<file path="config.mk">
export PLATFORM = sky130hd
export DESIGN_NAME = cam_match_mem
export DESIGN_NICKNAME = d
export VERILOG_FILES = /design/src/rtl/cam_pkg.sv /design/src/rtl/cam_word_row.sv /design/src/rtl/cam_read_port.sv /design/src/rtl/cam_hit_collect.sv /design/src/rtl/cam_match_mem.sv
export SDC_FILE = /design/constraint.sdc
export NUM_CORES = 1
export LEC_CHECK = 0
export CAP_MARGIN = 20
export CORE_UTILIZATION = 58
export CTS_BUF_LIST = sky130_fd_sc_hd__clkbuf_8
export DETAILED_ROUTE_END_ITERATION = 8
export PLACE_DENSITY = 0.79
export SLEW_MARGIN = 15
export SYNTH_ARGS = -nofsm -noshare
export SYNTH_HDL_FRONTEND = slang
export SYNTH_SLANG_ARGS = --single-unit
</file>
<file path="constraint.sdc">
create_clock -name clk -period 1.42 [get_ports clk]
set_input_delay 0.213 -clock clk [delete_from_list [all_inputs] [get_ports clk]]
set_output_delay 0.213 -clock clk [all_outputs]
set_load 0.01 [all_outputs]
</file>
<file path="src/rtl/cam_pkg.sv">
package cam_pkg;

    // Address width for a store of n words; at least one bit.
    function automatic int unsigned addr_bits(input int unsigned n);
        return (n > 1) ? $clog2(n) : 1;
    endfunction

    // Operation strobes presented in one cycle.
    typedef struct packed {
        logic rd;
        logic wr;
        logic srch;
    } cam_op_t;

    // Search outcome class, used for readability of the collect stage.
    typedef enum logic [1:0] {
        SR_NONE  = 2'd0,
        SR_MISS  = 2'd1,
        SR_HIT   = 2'd2
    } srch_kind_t;

    function automatic srch_kind_t classify(input logic any_hit);
        return any_hit ? SR_HIT : SR_MISS;
    endfunction

endpackage

</file>
<file path="src/rtl/cam_word_row.sv">
module cam_word_row #(
    parameter int unsigned W   = 8,
    parameter int unsigned AW  = 2,
    parameter int unsigned IDX = 0
) (
    input  logic          clk,
    input  logic          rst,
    input  logic          wr_en,
    input  logic [AW-1:0] addr,
    input  logic [W-1:0]  din,
    output logic [W-1:0]  word_q,
    output logic          valid_q,
    output logic          eq
);
    logic row_sel;

    assign row_sel = wr_en && (addr == AW'(IDX));

    always_ff @(posedge clk) begin
        if (rst) begin
            word_q  <= '0;
            valid_q <= 1'b0;
        end else if (row_sel) begin
            word_q  <= din;
            valid_q <= 1'b1;
        end
    end

    // Comparison uses the value held before this cycle's edge.
    assign eq = valid_q && (word_q == din);
endmodule

</file>
<file path="src/rtl/cam_read_port.sv">
module cam_read_port #(
    parameter int unsigned N  = 4,
    parameter int unsigned W  = 8,
    parameter int unsigned AW = 2
) (
    input  logic           clk,
    input  logic           rst,
    input  logic           rd_en,
    input  logic [AW-1:0]  addr,
    input  logic [N*W-1:0] words,
    output logic [W-1:0]   rd_data
);
    logic [W-1:0] sel_word;

    always_comb begin
        sel_word = '0;
        for (int i = 0; i < int'(N); i++) begin
            if (addr == AW'(i)) begin
                sel_word = words[i*W +: W];
            end
        end
    end

    always_ff @(posedge clk) begin
        if (rst) begin
            rd_data <= '0;
        end else if (rd_en) begin
            rd_data <= sel_word;
        end
    end
endmodule

</file>
<file path="src/rtl/cam_hit_collect.sv">
module cam_hit_collect #(
    parameter int unsigned N = 4
) (
    input  logic         clk,
    input  logic         rst,
    input  logic         srch_en,
    input  logic [N-1:0] eq_vec,
    output logic [N-1:0] hit_vec,
    output logic         miss
);
    cam_pkg::srch_kind_t kind;

    assign kind = cam_pkg::classify(|eq_vec);

    always_ff @(posedge clk) begin
        if (rst) begin
            hit_vec <= '0;
            miss    <= 1'b0;
        end else if (srch_en) begin
            hit_vec <= eq_vec;
            miss    <= (kind == cam_pkg::SR_MISS);
        end
    end
endmodule

</file>
<file path="src/rtl/cam_match_mem.sv">
module cam_match_mem #(
    parameter  int unsigned N  = 4,
    parameter  int unsigned W  = 8,
    localparam int unsigned AW = cam_pkg::addr_bits(N)
) (
    input  logic          clk,
    input  logic          rst,
    input  logic [AW-1:0] addr,
    input  logic [W-1:0]  din,
    input  logic          rd_en,
    input  logic          wr_en,
    input  logic          srch_en,
    output logic [W-1:0]  rd_data,
    output logic [N-1:0]  hit_vec,
    output logic          miss
);
    cam_pkg::cam_op_t op;
    logic [N*W-1:0]   words;
    logic [N-1:0]     eq_vec;
    logic [N-1:0]     valid_vec;

    assign op = '{rd: rd_en, wr: wr_en, srch: srch_en};

    for (genvar g = 0; g < int'(N); g++) begin : g_row
        cam_word_row #(.W(W), .AW(AW), .IDX(g)) u_row (
            .clk     (clk),
            .rst     (rst),
            .wr_en   (op.wr),
            .addr    (addr),
            .din     (din),
            .word_q  (words[g*W +: W]),
            .valid_q (valid_vec[g]),
            .eq      (eq_vec[g])
        );
    end

    cam_read_port #(.N(N), .W(W), .AW(AW)) u_rd (
        .clk     (clk),
        .rst     (rst),
        .rd_en   (op.rd),
        .addr    (addr),
        .words   (words),
        .rd_data (rd_data)
    );

    cam_hit_collect #(.N(N)) u_hit (
        .clk     (clk),
        .rst     (rst),
        .srch_en (op.srch),
        .eq_vec  (eq_vec),
        .hit_vec (hit_vec),
        .miss    (miss)
    );
endmodule

</file>
# Word level (Yosys, flattened, before mapping)
# Cells that the tools add are included.
# classes
n_eq_ne	8
reduce_logical	10
muxes	5
# ops
cell	count
8-bit == test	4
8-bit two-way mux	4
1-bit logical AND	8
2-bit by 1-bit == test with 1-bit output (second input constant)	2
2-bit == test (second input constant)	2
4-bit OR reduction	1
2-bit zero test	1
2-bit two-way mux	1
# totals
inputBits	15
reg_bits	49

# Logic depth before layout (Yosys ltp)
# depth
ltp_word	5
depth_mapped	6
mapped_depth_nobuf	5

# By module
# A second synthesis with hierarchy kept.
# unflattened
hier_cells	239
hier_area_um2	2394.8
# modules_own_cells
mod	seq_area_each_um2	area_per_inst_um2	cells_per_inst	n_inst
cam_word_row at g_row[1].u_row ...	180.2	415.4	41	2
cam_read_port	160.2	514.2	46	1
cam_word_row at g_row[3].u_row	180.2	435.4	51	1
cam_word_row at g_row[0].u_row	180.2	415.4	42	1
cam_hit_collect	100.1	198.9	18	1

# Worst setup path after synthesis
# Ideal clock, no wire load.
# synth_path
path_type	flip-flop to flip-flop
startpoint	reg g_row[1].u_row.word_q[7]
endpoint	reg u_hit.miss
setup_ps	117
arrival_time_ps	1079
stages_incl_launch_ff	6
n_path_buf	0
required_ps	1303
setup_slack_ps	224
path_cell_list	dfxtp_1 > xnor2_2 > nand3_1 > nor4_2 > nor4_1 > a32o_1
# synth_via
elab_chain_len	5
# synth_lines
element	line	rtl
from (decl)	cam_word_row.sv:11	output logic [W-1:0] word_q,
from (signal assigned)	cam_word_row.sv:24	word_q <= din;
8-bit == test	cam_word_row.sv:30	assign eq = valid_q && (word_q == din);
1-bit logical AND	cam_word_row.sv:30	
4-bit OR reduction	cam_hit_collect.sv:13	assign kind = cam_pkg::classify(|eq_vec);
2-bit two-way mux	cam_pkg.sv:23	return any_hit ? SR_HIT : SR_MISS;
2-bit by 1-bit == test with 1-bit output	cam_hit_collect.sv:21	miss <= (kind == cam_pkg::SR_MISS);
to (signal assigned)	cam_hit_collect.sv:21	
to (decl)	cam_hit_collect.sv:9	output logic miss
# Every way passes these cells.
# A chain may end at the register's enable or synchronous reset.

# Final worst setup path
# layout_path
startpoint	in addr[0]
endpoint	reg g_row[0].u_row.word_q[7]
# layout_via
elab_chain_len	2
# layout_lines
element	line	rtl
from (decl)	cam_match_mem.sv:8	input logic [AW-1:0] addr,
2-bit zero test	cam_word_row.sv:17	assign row_sel = wr_en && (addr == AW'(IDX));
1-bit logical AND	cam_word_row.sv:17	
to (signal assigned)	cam_word_row.sv:24	
to (decl)	cam_word_row.sv:11	
# Every way passes these cells.

==> impl_metrics.ini <==
[run_status]
outcome = finished, final reports clean

[setup_path]
r2r-start = g_row[3].u_row.word_q[4]$_SDFFE_PP0P_
cp.required_ps = 1630
cp_data_arrival_time_ps = 1610
critPathMaxFanout = 6
critPathKind = in -> reg
r2r.worst_path.cells = 5
reg2reg_slack_ps = 60
critPathCaptureType = register
startpoint_type = input port
cp-startpoint = addr[0]
r2r-end = u_hit.miss$_SDFFE_PP0P_

[layout]
final.fill_count = 233
area.growth.synth_to_final_pct = 30.51
layout-drive-gt1-share = 0.2308
final_cell_mix = dfxtp_1 (47), nand2_1 (35), nor2_1 (35), buf_4 (32), mux2i_1 (27)
mostFrequentLayoutCell = dfxtp_1
fin_cells = 347
antennaDiodeCount = 0
finalNetCount = 313

[timing]
fmax_mhz = 712.1
finalSetupTns_ps = 0
relSlewSlack = 0.7684
finalHoldViolations = 0
tightest_slew_ps = 347.4
fin_crit_ps = 1404
drv_slew = 0
setup_viol = 0
fin_worst_skew_ps = 7.404
setup_ws_ps = 15.72
holdWs_ps = 326.6
post-route-period-util = 0.9889

[clocking]
path_clk_slew_ps = 90
worstSkewPairLatency_ps = 310
cts_max_path_buffers = 2
cts_hold_buf = 0
ctsRootBufferMaster = clkbuf_8
cts_tree = yes
htree_levels = 2
cts_buffers = 5
clock_sinks = 49

[worst_hold_path]
hold_class = in -> reg
hold_start = din[5]
hold_depth = 4
worstHoldEndpoint = g_row[1].u_row.word_q[5]$_SDFFE_PP0P_

[synthesis]
yosysWarnings = 0
syn_avg_cell_area_sq_um = 9.630
synth_area_sq_mm = 0.002379
ys_types = 27
seq_area_frac_synth = 0.4124
syn_inst = 247
syn-num-nets = 262
ys_ff_latch = 49

[floorplanning]
die_area_sq_mm = 0.004361
rows = 22
core_area_sq_mm = 0.003799
die_h_um = 66.04
die_width_um = 66.04
io_pins = 28
initial_utilization = 0.6262

[power]
power.density_mw_per_mm2 = 955.5
pwr-share-comb = 0.154
intPower_mw = 2.229
total_power_mw = 2.966
p_sw_frac = 0.2487
sequentialPowerShare = 0.491
p_switching_mw = 0.7377
total_leakage_power_nw = 1.449
peakVddDrop_mv = 0.5999
clkPwrFrac = 0.355

[global_route]
grt_pass1_wl_um = 8997
grt_max_degree = 17
grt_overflow = 0
grt_use_total = 0.2849
first_global_vias = 1928
antenna_found_initial = 0

[placed_design]
place_ws_ps = -448.8
gp_congestion = 0.8532
io_buffers = 27
placed_cells = 334
dp_hpwl_um = 3923

[drt]
wl_met2_um = 2886
met3WireLength_um = 455
via_per_inst = 5.657
vias = 1963
first_iter_violations = 177
highest_layer = met4
wl_per_cell_um = 17.49
wl_met1_um = 2514
postRouteAntennaNets = 0
drt-total-wl_um = 6068
first_pass_iters = 4
drc_errors = 0

[flow_run]
cap_violations = 0
sequential cells by signal, indices dropped and copies added (netlist names):
| signal | cells |
|---|---|
| g_row.u_row.valid_q | 4 |
| g_row.u_row.word_q | 32 |
| u_hit.hit_vec | 4 |
| u_rd.rd_data | 8 |
| u_hit.miss | 1 |
metal layers:
metal / vias up / track usage
met5: - / 0
met4: 0 / 0.1383
met3: 19 / 0.06552
met2: 93 / 0.4796
met1: 932 / 0.3399
li1: 919 / -
cells by family after synthesis:
| kind of cell | synth area share |
|---|---|
| simple gates | 0.1578 |
| flops | 0.4124 |
| mux | 0.1925 |
| xor+xnor | 0.1273 |
| buf+inv | 0.06734 |
| compound gates | 0.04261 |
power groups by stage:
stage | clock network (mW) | registers (mW) | logic, mW
after floorplan | 0 | 1.48 | 0.264
after global placement | 0 | 1.48 | 0.406
after detailed placement | 0 | 1.49 | 0.411
after CTS | 1.06 | 1.45 | 0.436
after global routing | 1.12 | 1.46 | 0.485
final | 1.05 | 1.46 | 0.457
layout make-up:
| class | instances | area [sq um] | area share |
|---|---|---|---|
| repair buffers | 65 | 639.4 | 0.2060 |
| well taps | 48 | 60.06 | 0.01935 |
| flip-flops and latches | 49 | 983.4 | 0.3168 |
| clock inverters | 2 | 37.54 | 0.01209 |
| multi-input cells | 174 | 1290 | 0.4156 |
| clock buffers | 6 | 82.58 | 0.02660 |
| inverters | 3 | 11.26 | 0.003628 |
critical path, stage by stage:
cell and delay (ps):
dlygate4sd2_1 290, bufbuf_16 290, nor3b_1 250, buf_4 260, mux2i_1 240, nor2_1 70
per-stage QoR:
stage	utilization	area, sq um
2_1_floorplan	-	2379
5_1_grt	0.8172	3104
6_report	0.8172	3104
3_5_place_dp	0.7457	2833
3_3_place_gp	0.7457	2833
4_1_cts	0.7974	3029
what timing repair did:
| item | in CTS | in global routing |
|---|---|---|
| setup buffers | 4 | 0 |
| cloned | 1 | 0 |
| setup endpoints to repair | 8 | 17 |
| pin swaps | 10 | 5 |
| gates resized for setup | 17 | 20 |
synthesized netlist by cell type:
| cell | number | share of area |
|---|---|---|
| nand3_1 | 4 | 0.0084 |
| nor4_1 | 2 | 0.0053 |
| nor3b_1 | 1 | 0.0032 |
| nand3b_1 | 1 | 0.0032 |
| mux4_2 | 6 | 0.057 |
| or2_2 | 1 | 0.0026 |
| nor2_1 | 35 | 0.055 |
| xnor2_1 | 25 | 0.092 |
| nand4_1 | 4 | 0.011 |
| a21oi_1 | 17 | 0.036 |
| and3_1 | 1 | 0.0026 |
| a31oi_1 | 1 | 0.0026 |
| nor3_1 | 3 | 0.0063 |
| nand2_1 | 35 | 0.055 |
| inv_1 | 3 | 0.0047 |
| buf_2 | 2 | 0.0042 |
| mux4_1 | 2 | 0.022 |
| mux2i_1 | 27 | 0.11 |
| nor4_2 | 1 | 0.0053 |
| buf_6 | 7 | 0.033 |
| buf_1 | 2 | 0.0032 |
| clkbuf_1 | 6 | 0.0095 |
| buf_4 | 4 | 0.013 |
| dfxtp_1 | 49 | 0.41 |
| xnor2_2 | 3 | 0.021 |
| a32o_1 | 1 | 0.0042 |
| xor2_1 | 4 | 0.015 |
worst max path at each step:
| stage | end | slack [ps] | depth (start not counted) |
|---|---|---|---|
| finish | g_row[0].u_row.word_q[7]$_SDFFE_PP0P_ | 20 | 6 |
| floorplan | u_hit.miss$_SDFFE_PP0P_ | 220 | 5 |
| CTS | u_hit.miss$_SDFFE_PP0P_ | -50 | 5 |
| global route | u_hit.hit_vec[1]$_SDFFE_PP0P_ | -40 | 9 |
| detailed placement | u_hit.miss$_SDFFE_PP0P_ | -450 | 6 |
| global placement | u_hit.miss$_SDFFE_PP0P_ | -400 | 7 |
Power figures use the tool's default switching activity.
